$ cat config.mk
export PLATFORM = sky130hd
export DESIGN_NAME = erase_status_gen
export DESIGN_NICKNAME = d
export VERILOG_FILES = /design/src/rtl/esg_pkg.sv /design/src/rtl/esg_window_timer.sv /design/src/rtl/esg_sector_mask.sv /design/src/rtl/esg_toggle.sv /design/src/rtl/esg_ctrl.sv /design/src/rtl/erase_status_gen.sv
export SDC_FILE = /design/constraint.sdc
export NUM_CORES = 1
export LEC_CHECK = 0
export BUFFER_PORTS_ARGS = -buffer_cell sky130_fd_sc_hd__clkbuf_2
export CORE_ASPECT_RATIO = 1.25
export CORE_MARGIN = 5
export CORE_UTILIZATION = 62
export DETAILED_ROUTE_END_ITERATION = 6
export GPL_TIMING_DRIVEN = 0
export PLACE_DENSITY_LB_ADDON = 0.1
export SYNTH_ARGS = -nofsm -noshare
export SYNTH_HDL_FRONTEND = slang
export SYNTH_HIERARCHICAL = 1
export SYNTH_SLANG_ARGS = --single-unit
$ cat constraint.sdc
create_clock -name clk -period 3.2 [get_ports clk]
set_clock_uncertainty 0.05 [all_clocks]
set_input_delay 0.16 -clock clk [delete_from_list [all_inputs] [get_ports clk]]
set_output_delay 0.16 -clock clk [all_outputs]
set_load 0.05 [all_outputs]
$ cat src/rtl/esg_pkg.sv
package esg_pkg;

    typedef enum logic [2:0] {
        CMD_NONE      = 3'd0,
        CMD_PROG      = 3'd1,
        CMD_CHIP_ER   = 3'd2,
        CMD_SECT_ER   = 3'd3,
        CMD_SUSPEND   = 3'd4,
        CMD_RESUME    = 3'd5,
        CMD_OTHER     = 3'd6
    } esg_cmd_e;

    typedef enum logic [2:0] {
        ST_IDLE      = 3'd0,
        ST_PROG      = 3'd1,
        ST_WIN       = 3'd2,
        ST_RUN       = 3'd3,
        ST_SUSP      = 3'd4,
        ST_SUSP_PROG = 3'd5,
        ST_FAIL      = 3'd6
    } esg_state_e;

    localparam int BIT_POLL   = 7;
    localparam int BIT_TOGGLE = 6;
    localparam int BIT_LIMIT  = 5;
    localparam int BIT_WINDOW = 3;
    localparam int BIT_SECTOG = 2;

endpackage

$ cat src/rtl/esg_window_timer.sv
module esg_window_timer #(
    parameter int WIN_CYC = 2500
) (
    input  logic clk,
    input  logic rst_n,
    input  logic load,
    input  logic run,
    output logic expire
);
    localparam int CW = $clog2(WIN_CYC + 1);
    localparam logic [CW-1:0] LOAD_VAL = CW'(WIN_CYC);
    localparam logic [CW-1:0] ONE      = CW'(1);

    logic [CW-1:0] cnt_q;

    always_ff @(posedge clk) begin
        if (!rst_n) begin
            cnt_q <= '0;
        end else if (load) begin
            cnt_q <= LOAD_VAL;
        end else if (run && cnt_q != '0) begin
            cnt_q <= cnt_q - ONE;
        end else if (!run) begin
            cnt_q <= '0;
        end
    end

    assign expire = run && (cnt_q == ONE);

endmodule

$ cat src/rtl/esg_sector_mask.sv
module esg_sector_mask #(
    parameter int NSECT = 16,
    parameter int SW    = $clog2(NSECT)
) (
    input  logic          clk,
    input  logic          rst_n,
    input  logic          clr,
    input  logic          set,
    input  logic [SW-1:0] set_idx,
    input  logic [SW-1:0] look_idx,
    output logic          hit
);
    logic [NSECT-1:0] sel_q;

    for (genvar g = 0; g < NSECT; g++) begin : g_bit
        always_ff @(posedge clk) begin
            if (!rst_n || clr) begin
                sel_q[g] <= 1'b0;
            end else if (set && set_idx == SW'(g)) begin
                sel_q[g] <= 1'b1;
            end
        end
    end

    assign hit = sel_q[look_idx];

endmodule

$ cat src/rtl/esg_toggle.sv
module esg_toggle (
    input  logic clk,
    input  logic rst_n,
    input  logic flip,
    output logic q
);
    always_ff @(posedge clk) begin
        if (!rst_n) begin
            q <= 1'b0;
        end else if (flip) begin
            q <= ~q;
        end
    end
endmodule

$ cat src/rtl/esg_ctrl.sv
module esg_ctrl
    import esg_pkg::*;
(
    input  logic       clk,
    input  logic       rst_n,
    input  logic       cmd_stb,
    input  logic [2:0] cmd_kind,
    input  logic       cmd_bit7,
    input  logic       op_done,
    input  logic       op_timeout,
    input  logic       win_expire,
    output esg_state_e state_q,
    output logic       bit7_q,
    output logic       chip_q,
    output logic       fail_prog_q,
    output logic       mask_set,
    output logic       mask_clr,
    output logic       timer_load,
    output logic       go
);
    esg_state_e state_d;
    esg_cmd_e   kind;
    logic       latch_b7;
    logic       set_chip;
    logic       clr_chip;
    logic       fail_prog_d;

    assign kind = esg_cmd_e'(cmd_kind);

    always_comb begin
        state_d     = state_q;
        latch_b7    = 1'b0;
        set_chip    = 1'b0;
        clr_chip    = 1'b0;
        fail_prog_d = fail_prog_q;
        mask_set    = 1'b0;
        mask_clr    = 1'b0;
        timer_load  = 1'b0;
        go          = 1'b0;
        unique case (state_q)
            ST_IDLE: begin
                if (cmd_stb) begin
                    if (kind == CMD_PROG) begin
                        state_d  = ST_PROG;
                        latch_b7 = 1'b1;
                    end else if (kind == CMD_CHIP_ER) begin
                        state_d  = ST_RUN;
                        set_chip = 1'b1;
                    end else if (kind == CMD_SECT_ER) begin
                        state_d    = ST_WIN;
                        clr_chip   = 1'b1;
                        mask_set   = 1'b1;
                        timer_load = 1'b1;
                    end
                end
            end
            ST_PROG: begin
                if (op_timeout) begin
                    state_d     = ST_FAIL;
                    fail_prog_d = 1'b1;
                end else if (op_done) begin
                    state_d = ST_IDLE;
                end
            end
            ST_WIN: begin
                if (cmd_stb) begin
                    if (kind == CMD_SECT_ER) begin
                        mask_set   = 1'b1;
                        timer_load = 1'b1;
                    end else if (kind == CMD_SUSPEND) begin
                        state_d = ST_SUSP;
                    end else begin
                        state_d  = ST_IDLE;
                        mask_clr = 1'b1;
                    end
                end else if (win_expire) begin
                    state_d = ST_RUN;
                    go      = 1'b1;
                end
            end
            ST_RUN: begin
                if (op_timeout) begin
                    state_d     = ST_FAIL;
                    fail_prog_d = 1'b0;
                end else if (op_done) begin
                    state_d  = ST_IDLE;
                    mask_clr = 1'b1;
                end else if (cmd_stb && kind == CMD_SUSPEND && !chip_q) begin
                    state_d = ST_SUSP;
                end
            end
            ST_SUSP: begin
                if (cmd_stb && kind == CMD_RESUME) begin
                    state_d = ST_RUN;
                end else if (cmd_stb && kind == CMD_PROG) begin
                    state_d  = ST_SUSP_PROG;
                    latch_b7 = 1'b1;
                end
            end
            ST_SUSP_PROG: begin
                if (op_timeout) begin
                    state_d     = ST_FAIL;
                    fail_prog_d = 1'b1;
                end else if (op_done) begin
                    state_d = ST_SUSP;
                end
            end
            ST_FAIL: begin
                state_d = ST_FAIL;
            end
            default: state_d = ST_IDLE;
        endcase
    end

    always_ff @(posedge clk) begin
        if (!rst_n) begin
            state_q     <= ST_IDLE;
            bit7_q      <= 1'b0;
            chip_q      <= 1'b0;
            fail_prog_q <= 1'b0;
        end else begin
            state_q     <= state_d;
            fail_prog_q <= fail_prog_d;
            if (latch_b7) begin
                bit7_q <= cmd_bit7;
            end
            if (set_chip) begin
                chip_q <= 1'b1;
            end else if (clr_chip) begin
                chip_q <= 1'b0;
            end
        end
    end

endmodule

$ cat src/rtl/erase_status_gen.sv
module erase_status_gen
    import esg_pkg::*;
#(
    parameter int NSECT   = 16,
    parameter int WIN_CYC = 2500,
    parameter int SW      = $clog2(NSECT)
) (
    input  logic          clk,
    input  logic          rst_n,
    input  logic          cmd_stb,
    input  logic [2:0]    cmd_kind,
    input  logic [SW-1:0] cmd_sector,
    input  logic          cmd_bit7,
    input  logic          op_done,
    input  logic          op_timeout,
    input  logic          rd_stb,
    input  logic [SW-1:0] rd_sector,
    output logic          stat_sel,
    output logic [7:0]    stat_byte,
    output logic          erase_go
);
    esg_state_e state_q;
    logic bit7_q, chip_q, fail_prog_q;
    logic mask_set, mask_clr, timer_load, win_expire;
    logic in_set;
    logic tog6_q, tog2_q;
    logic busy, erase_family;

    esg_ctrl u_ctrl (
        .clk         (clk),
        .rst_n       (rst_n),
        .cmd_stb     (cmd_stb),
        .cmd_kind    (cmd_kind),
        .cmd_bit7    (cmd_bit7),
        .op_done     (op_done),
        .op_timeout  (op_timeout),
        .win_expire  (win_expire),
        .state_q     (state_q),
        .bit7_q      (bit7_q),
        .chip_q      (chip_q),
        .fail_prog_q (fail_prog_q),
        .mask_set    (mask_set),
        .mask_clr    (mask_clr),
        .timer_load  (timer_load),
        .go          (erase_go)
    );

    esg_window_timer #(.WIN_CYC(WIN_CYC)) u_timer (
        .clk    (clk),
        .rst_n  (rst_n),
        .load   (timer_load),
        .run    (state_q == ST_WIN),
        .expire (win_expire)
    );

    esg_sector_mask #(.NSECT(NSECT), .SW(SW)) u_mask (
        .clk      (clk),
        .rst_n    (rst_n),
        .clr      (mask_clr),
        .set      (mask_set),
        .set_idx  (cmd_sector),
        .look_idx (rd_sector),
        .hit      (in_set)
    );

    assign busy = (state_q == ST_PROG) || (state_q == ST_WIN) || (state_q == ST_RUN)
               || (state_q == ST_SUSP_PROG) || (state_q == ST_FAIL);
    assign erase_family = (state_q == ST_WIN) || (state_q == ST_RUN)
                       || (state_q == ST_SUSP) || (state_q == ST_SUSP_PROG);

    esg_toggle u_tog6 (
        .clk   (clk),
        .rst_n (rst_n),
        .flip  (rd_stb && busy),
        .q     (tog6_q)
    );

    esg_toggle u_tog2 (
        .clk   (clk),
        .rst_n (rst_n),
        .flip  (rd_stb && erase_family && in_set),
        .q     (tog2_q)
    );

    always_comb begin
        stat_sel  = 1'b0;
        stat_byte = '0;
        unique case (state_q)
            ST_IDLE: begin
                stat_sel = 1'b0;
            end
            ST_PROG: begin
                stat_sel              = 1'b1;
                stat_byte[BIT_POLL]   = ~bit7_q;
                stat_byte[BIT_TOGGLE] = tog6_q;
                stat_byte[BIT_SECTOG] = 1'b1;
            end
            ST_SUSP_PROG: begin
                stat_sel              = 1'b1;
                stat_byte[BIT_POLL]   = ~bit7_q;
                stat_byte[BIT_TOGGLE] = tog6_q;
                stat_byte[BIT_WINDOW] = 1'b1;
                stat_byte[BIT_SECTOG] = in_set ? tog2_q : 1'b1;
            end
            ST_WIN: begin
                stat_sel              = 1'b1;
                stat_byte[BIT_TOGGLE] = tog6_q;
                stat_byte[BIT_SECTOG] = in_set ? tog2_q : 1'b1;
            end
            ST_RUN: begin
                stat_sel              = 1'b1;
                stat_byte[BIT_TOGGLE] = tog6_q;
                stat_byte[BIT_WINDOW] = 1'b1;
                stat_byte[BIT_SECTOG] = in_set ? tog2_q : 1'b1;
            end
            ST_SUSP: begin
                stat_sel = in_set;
                if (in_set) begin
                    stat_byte[BIT_POLL]   = 1'b1;
                    stat_byte[BIT_TOGGLE] = 1'b1;
                    stat_byte[BIT_SECTOG] = tog2_q;
                end
            end
            ST_FAIL: begin
                stat_sel              = 1'b1;
                stat_byte[BIT_POLL]   = fail_prog_q ? ~bit7_q : 1'b0;
                stat_byte[BIT_TOGGLE] = tog6_q;
                stat_byte[BIT_LIMIT]  = 1'b1;
                stat_byte[BIT_WINDOW] = ~fail_prog_q;
                stat_byte[BIT_SECTOG] = 1'b1;
            end
            default: stat_sel = 1'b0;
        endcase
    end

endmodule

# After elaboration in Yosys (flattened, before gate mapping)
# Index checks and enable logic that the tools add are counted.
# totals
ff_bits	36
inputBits	18
output_inout_bits	10
word_cells	181
# op_classes
addsub	1
order_cmp	1
n_eq_ne	39
n_mux	63
bitwise_logic	5
reduce_logical	48
# ops
op	count
2-to-1 mux 3 bit	17
2-to-1 mux 12 bit	3
equality test 4 bit, second input constant	8
2-to-1 mux 1 bit	31
logical AND 1 bit	25
case mux 3 bit (7 select lines)	1
equality test 4 x 3 -> 1 bit, second input constant	4
equality test 3 bit, second input constant	5
case mux 1 bit (2 select lines)	7
equality test 12 x 1 -> 1 bit, second input constant	1
equality test 3 x 2 -> 1 bit, second input constant	4
inequality test 3 bit, second input constant	4
nonzero test 12 bit	1
subtractor 12 x 1 -> 12 bit, second input constant	1
equality test 4 x 2 -> 1 bit, second input constant	2
logical OR 1 bit	8
AND reduction 8 bit	1
OR reduction 2 bit	4
equality test 3 x 1 -> 1 bit, second input constant	2
inequality test 2 bit, second input constant	3
case mux 1 bit (3 select lines)	2
less-than comparator 4 x 5 -> 1 bit, second input constant	1
inverter 1 bit	5
OR reduction 5 bit	1
14 further kinds	16

# Logic depth before layout (Yosys ltp)
# depth
ltp_word	8
mapped_depth	9
mapped_depth_nobuf	8

# Cells and area by module
# Netlist, hierarchy kept.
# by_module_without_submodules
mod	n_inst	cells_each	area_each_um2	seq_area_each_um2
esg_window_timer	1	83	713.2	240.2
esg_sector_mask	1	66	673.1	320.3
esg_ctrl	1	68	530.5	120.1
erase_status_gen	1	32	203.9	0.0
esg_toggle	2	3	35.0	20.0

# Worst setup path after synthesis
# No wires, ideal clock.
# synth_path
path_type	flip-flop to output port
from	register u_mask.sel_q[13]
to	output stat_byte[2]
arrival_ns	2.364
t_required_ns	2.990
slack_ns	0.626
stages_incl_launch_ff	7
path_buffers	0
cell_sequence	dfxtp_1 mux4_1 mux2i_1 mux2i_1 a211oi_1 a31oi_1 and2_1
# synth_via
elab_chain_len	4
elab_cells_between_ends	5
classes_between	mux (5)
# synth_rtl
item	line	source
from (decl)	esg_sector_mask.sv:13	logic [NSECT-1:0] sel_q;
from (signal, indexed assignment)	esg_sector_mask.sv:18	sel_q[g] <= 1'b0;
from (signal, indexed assignment)	esg_sector_mask.sv:20	sel_q[g] <= 1'b1;
binary-select mux 1 bit (select 4 bit) (*)	esg_sector_mask.sv:25	assign hit = sel_q[look_idx];
2-to-1 mux 1 bit (not written as such) (*)	esg_sector_mask.sv:25	
net in_set	erase_status_gen.sv:25	logic in_set;
2-to-1 mux 1 bit, on equally long branches	-	
case mux 1 bit (3 select lines) (*)	erase_status_gen.sv:88	unique case (state_q)
to (decl)	erase_status_gen.sv:19	output logic [7:0] stat_byte,
# The timed path passes the listed nets; every way through them passes the cells marked *. The select of a mux whose other input is x is not followed.

# Worst setup path after layout
# layout_path
from	register u_ctrl.state_q[2]
to	register u_timer.cnt_q[5]
# layout_via
elab_chain_len	3
elab_cells_between_ends	7
classes_between	eq/ne (2); mux (2); reduce/logical (3)
# layout_rtl
item	line	source
from (decl)	esg_ctrl.sv:12	output esg_state_e state_q,
from (signal assigned)	esg_ctrl.sv:122	state_q <= state_d;
equality test 3 x 2 -> 1 bit or logical NOT 3 bit (tied branches)	-	
case mux 1 bit (2 select lines) (*)	-	
net mask_set	erase_status_gen.sv:24	logic mask_set, mask_clr, timer_load, win_expire;
OR reduction 2 bit (no source line) (*)	-	
to (signal assigned)	esg_window_timer.sv:22	cnt_q <= cnt_q - ONE;
to (decl)	esg_window_timer.sv:14	logic [CW-1:0] cnt_q;
# The timed path passes the listed nets; every way through them passes the cells marked *.
# A chain may end at the register's enable or synchronous reset.

==> flow_metrics.env <==
export IMPL_max_stage_delay_ps=910
export IMPL_grt_pass1_wl_um=7870
export IMPL_status="completed"
export IMPL_seq_power_share_pct=37.2
export IMPL_gp_congestion=0.936
export IMPL_synth_seq_area_share_pct=32.9
export IMPL_rows=24
export IMPL_power_density_nw_per_um2=562
export IMPL_htree_levels=2
export IMPL_ys_async_sr_fraction_pct=0
export IMPL_crit_top_cell="clkbuf_1"
export IMPL_overflow=0
export IMPL_ant_nets=0
export IMPL_cp_slowest_cell="nor4_1"
export IMPL_cts_root_buffer="clkbuf_8"
export IMPL_register_area_um2=721
export IMPL_clock_path_buffers=2
export IMPL_clk_pin_slew_worst_paths_ps=70
export IMPL_cts_hold_buf=0
export IMPL_wl_met2_um=2290
export IMPL_maxSlewViolCount=0
export IMPL_cts_tree="done"
export IMPL_fp_dieW_um=63.2
export IMPL_crit_fanout=10
export IMPL_fmax_mhz=385
export IMPL_place_ws_ps=658
export IMPL_met1Wirelength_um=2100
export IMPL_crit_type="flop to flop"
export IMPL_p_leak_nw=1.04
export IMPL_final_setup_worst_slack_ps=602
export IMPL_syn_area_um2=2190
export IMPL_synthCells=255
export IMPL_final_hold_violation_count=0
export IMPL_drive_gt1_share_pct=18.4
export IMPL_worstPathArrival_ps=2730
export IMPL_initialDrtViolationCount=192
export IMPL_antenna_found_initial=0
export IMPL_fin_nets=307
export IMPL_irDropWorstVdd_mv=0.489
export IMPL_setup_viol=0
export IMPL_viasPerCell=6.07
export IMPL_p_comb_share_pct=38.1
export IMPL_critPathLaunchType="flop"
export IMPL_vias=1986
export IMPL_cts_sinks=36
export IMPL_wl_um=4740
export IMPL_tightest_slew_ps=1010
export IMPL_netlist_area_leader_share_pct=32.9
export IMPL_synth_top_area_cell="dfxtp_1"
export IMPL_endpoint_kind="flop"
export IMPL_numPortBuffers=23
export IMPL_dp_hpwl_um=3470
export IMPL_drv_cap=0
export IMPL_cts_buffers=5
export IMPL_synthDistinctLibCells=63
export IMPL_p_switching_w=0.000520
export IMPL_finalSetupTns_ps=0
export IMPL_crit_chain="clkbuf_1 -> nor4_1 -> buf_4 -> or2_1 -> clkbuf_1 -> nor2_1 -> a31o_2"
export IMPL_multi_input_area_um2=1340
export IMPL_period_share_pct=81.2
export IMPL_fp_dieH_um=76.5
export IMPL_track_usage_pct=19.7
export IMPL_postCtsSetupBuffers=0
export IMPL_firstDrtPassIters=4
export IMPL_core_area_um2=3450
export IMPL_synthTopCellsByArea="dfxtp_1 (33%), nor2_1 (5.3%), mux2i_1 (5.0%), a21oi_1 (4.8%), mux4_1 (4.8%)"
export IMPL_synth_edff_count=0
export IMPL_route_detailed_drc=0
export IMPL_diodes=0
export IMPL_ys_warn_count=6
export IMPL_synth_seq_cells=36
export IMPL_start_util_pct=63.4
export IMPL_rsz0062_at_grt="no"
export IMPL_first_global_vias=1768
export IMPL_p_int_w=0.000862
export IMPL_design_die_area_um2=4830
export IMPL_swShare_pct=37.6
export IMPL_pwr_share_clk_pct=24.6
export IMPL_ioPinCount=28
export IMPL_maxSlewHeadroom_pct=32.2
export IMPL_worstPathRequired_ps=3340
export IMPL_path_delay_family="simple AND/OR/NAND/NOR gates"
export IMPL_fillCellCount=273
export IMPL_ys_flop_type="dfxtp_1"
export IMPL_wl_met3_um=216
export IMPL_grt_start_max_net_pins=16
export IMPL_fin_crit_ps=2600
export IMPL_insertion_delay_ps=290
export IMPL_post_cts_resized=0
export IMPL_crit_buf_inv=3
export IMPL_wl_per_cell_um=14.5
export IMPL_routed_top_layer="met4"
export IMPL_postSynthAreaPerCell_um2=8.59
export IMPL_hp_class="input pin to flop"
export IMPL_area_delta_synth_final_pct=12.3
-- routing by layer --
| layer | vias up | GRT usage [%] |
|---|---|---|
| met5 | - | 0 |
| met4 | 0 | 8.32 |
| li1 | 999 | - |
| met2 | 55 | 32.8 |
| met3 | 12 | 5.31 |
| met1 | 920 | 23.7 |
-- path summary, 6_finish.rpt --
| path | end | slack (ps) | depth (start not counted) | from |
|---|---|---|---|---|
| worst min register to register | u_mask/sel_q[4] | 420 | 2 | u_mask/sel_q[4] |
| worst max-delay path | u_timer/cnt_q[5] | 600 | 7 | u_ctrl/state_q[2] |
| worst min-delay path | u_ctrl/bit7_q | 80 | 3 | cmd_bit7 |
| worst max register to register | u_timer/cnt_q[5] | 600 | 7 | u_ctrl/state_q[2] |
-- cell type report --
| type | count | area share (%) |
|---|---|---|
| Timing Repair Buffer | 23 | 4.68 |
| Buffer | 15 | 3.92 |
| Inverter | 11 | 1.68 |
| Tap cell | 39 | 1.98 |
| Multi-Input combinational cell | 195 | 54.5 |
| Clock inverter | 2 | 0.610 |
| Sequential cell | 36 | 29.3 |
| Clock buffer | 6 | 3.36 |
-- placed cells by master (no fill, tap or decap), types with 2 or more instances in the layout --
master / netlist / layout
a211oi_1: 2 / 2
a21oi_1: 21 / 21
a31o_2: 2 / 2
a31oi_1: 5 / 5
a41oi_1: 3 / 3
and2_1: 7 / 7
and3b_1: 2 / 2
buf_2: 2 / 2
buf_4: 4 / 4
buf_6: 3 / 3
clkbuf_1: 6 / 6
clkbuf_2: 0 / 23
clkbuf_8: 0 / 6
clkinvlp_4: 0 / 2
conb_1: 1 / 3
dfxtp_1: 36 / 36
ha_1: 2 / 2
inv_1: 10 / 10
mux2i_1: 11 / 11
mux4_1: 4 / 4
nand2_1: 15 / 15
nand2b_1: 2 / 2
nand3_1: 9 / 9
nand3b_1: 4 / 4
nand4_1: 4 / 4
nor2_1: 31 / 31
nor2b_1: 7 / 7
nor3_1: 5 / 5
nor3b_1: 2 / 2
nor4_1: 3 / 3
o2111ai_1: 2 / 2
o211ai_1: 3 / 3
o21ai_0: 8 / 8
o21ai_1: 3 / 3
o31ai_1: 2 / 2
or4_1: 2 / 2
xnor2_1: 2 / 2
xor2_1: 2 / 2
-- cell families after synthesis --
logic type	count (synthesis)	synth area share [%]
flip-flops	36	32.9
XOR/XNOR	4	1.60
multiplexers	15	9.82
buffers and inverters	26	6.28
adder cells (fa/ha/maj)	2	1.14
AND/OR/NAND/NOR	106	28.0
other	1	0.171
AO/OA/AOI/OAI	65	20.0
-- cell usage after synthesis (all sizes together), types with 3 or more instances --
cell / count
nand4: 4
and2: 7
mux2i: 11
a31o: 3
o2111ai: 3
dfxtp: 36
nand3b: 4
nand3: 10
nor3: 6
buf: 9
mux4: 4
nor2b: 7
nor4: 4
nor2: 31
a31oi: 5
a41oi: 3
o211ai: 4
o21ai: 11
inv: 11
nand2: 15
nand2b: 3
a21oi: 21
clkbuf: 6
-- worst reg2reg max path: stages, from the launching register on --
cell and delay [ps]:
dfxtp_1 350, clkbuf_1 230, nor4_1 910, buf_4 240
or2_1 100, clkbuf_1 290, nor2_1 80, a31o_2 250
-- metrics by stage --
stage                     cells  hold WS (ps)  area (um^2)  utilization (%)  power (W)
after floorplan             257           227         2200                -   0.000938
after global placement      319           373         2360             68.4    0.00103
after detailed placement    319           384         2360             68.4    0.00104
after CTS                   327          74.6         2460             71.2    0.00139
after global routing        327          82.7         2460             71.2    0.00148
final                       327          79.1         2460             71.2    0.00138
-- flip-flops by register name, summed over array words and instances (netlist names) --
signal and count:
u_ctrl/chip_q 1, u_tog6/q 1, u_ctrl/state_q 3, u_ctrl/fail_prog_q 1, u_ctrl/bit7_q 1, u_tog2/q 1
u_mask/sel_q 16, u_timer/cnt_q 12
-- power groups by stage --
stage | Combinational [W] | Sequential [W] | Clock [W]
floorplan | 0.000424 | 0.000514 | 0
global placement | 0.000511 | 0.000524 | 0
detailed placement | 0.000520 | 0.000524 | 0
CTS | 0.000525 | 0.000514 | 0.000353
global route | 0.000581 | 0.000519 | 0.000376
finish | 0.000527 | 0.000515 | 0.000340
Power figures use the tool's default switching activity.
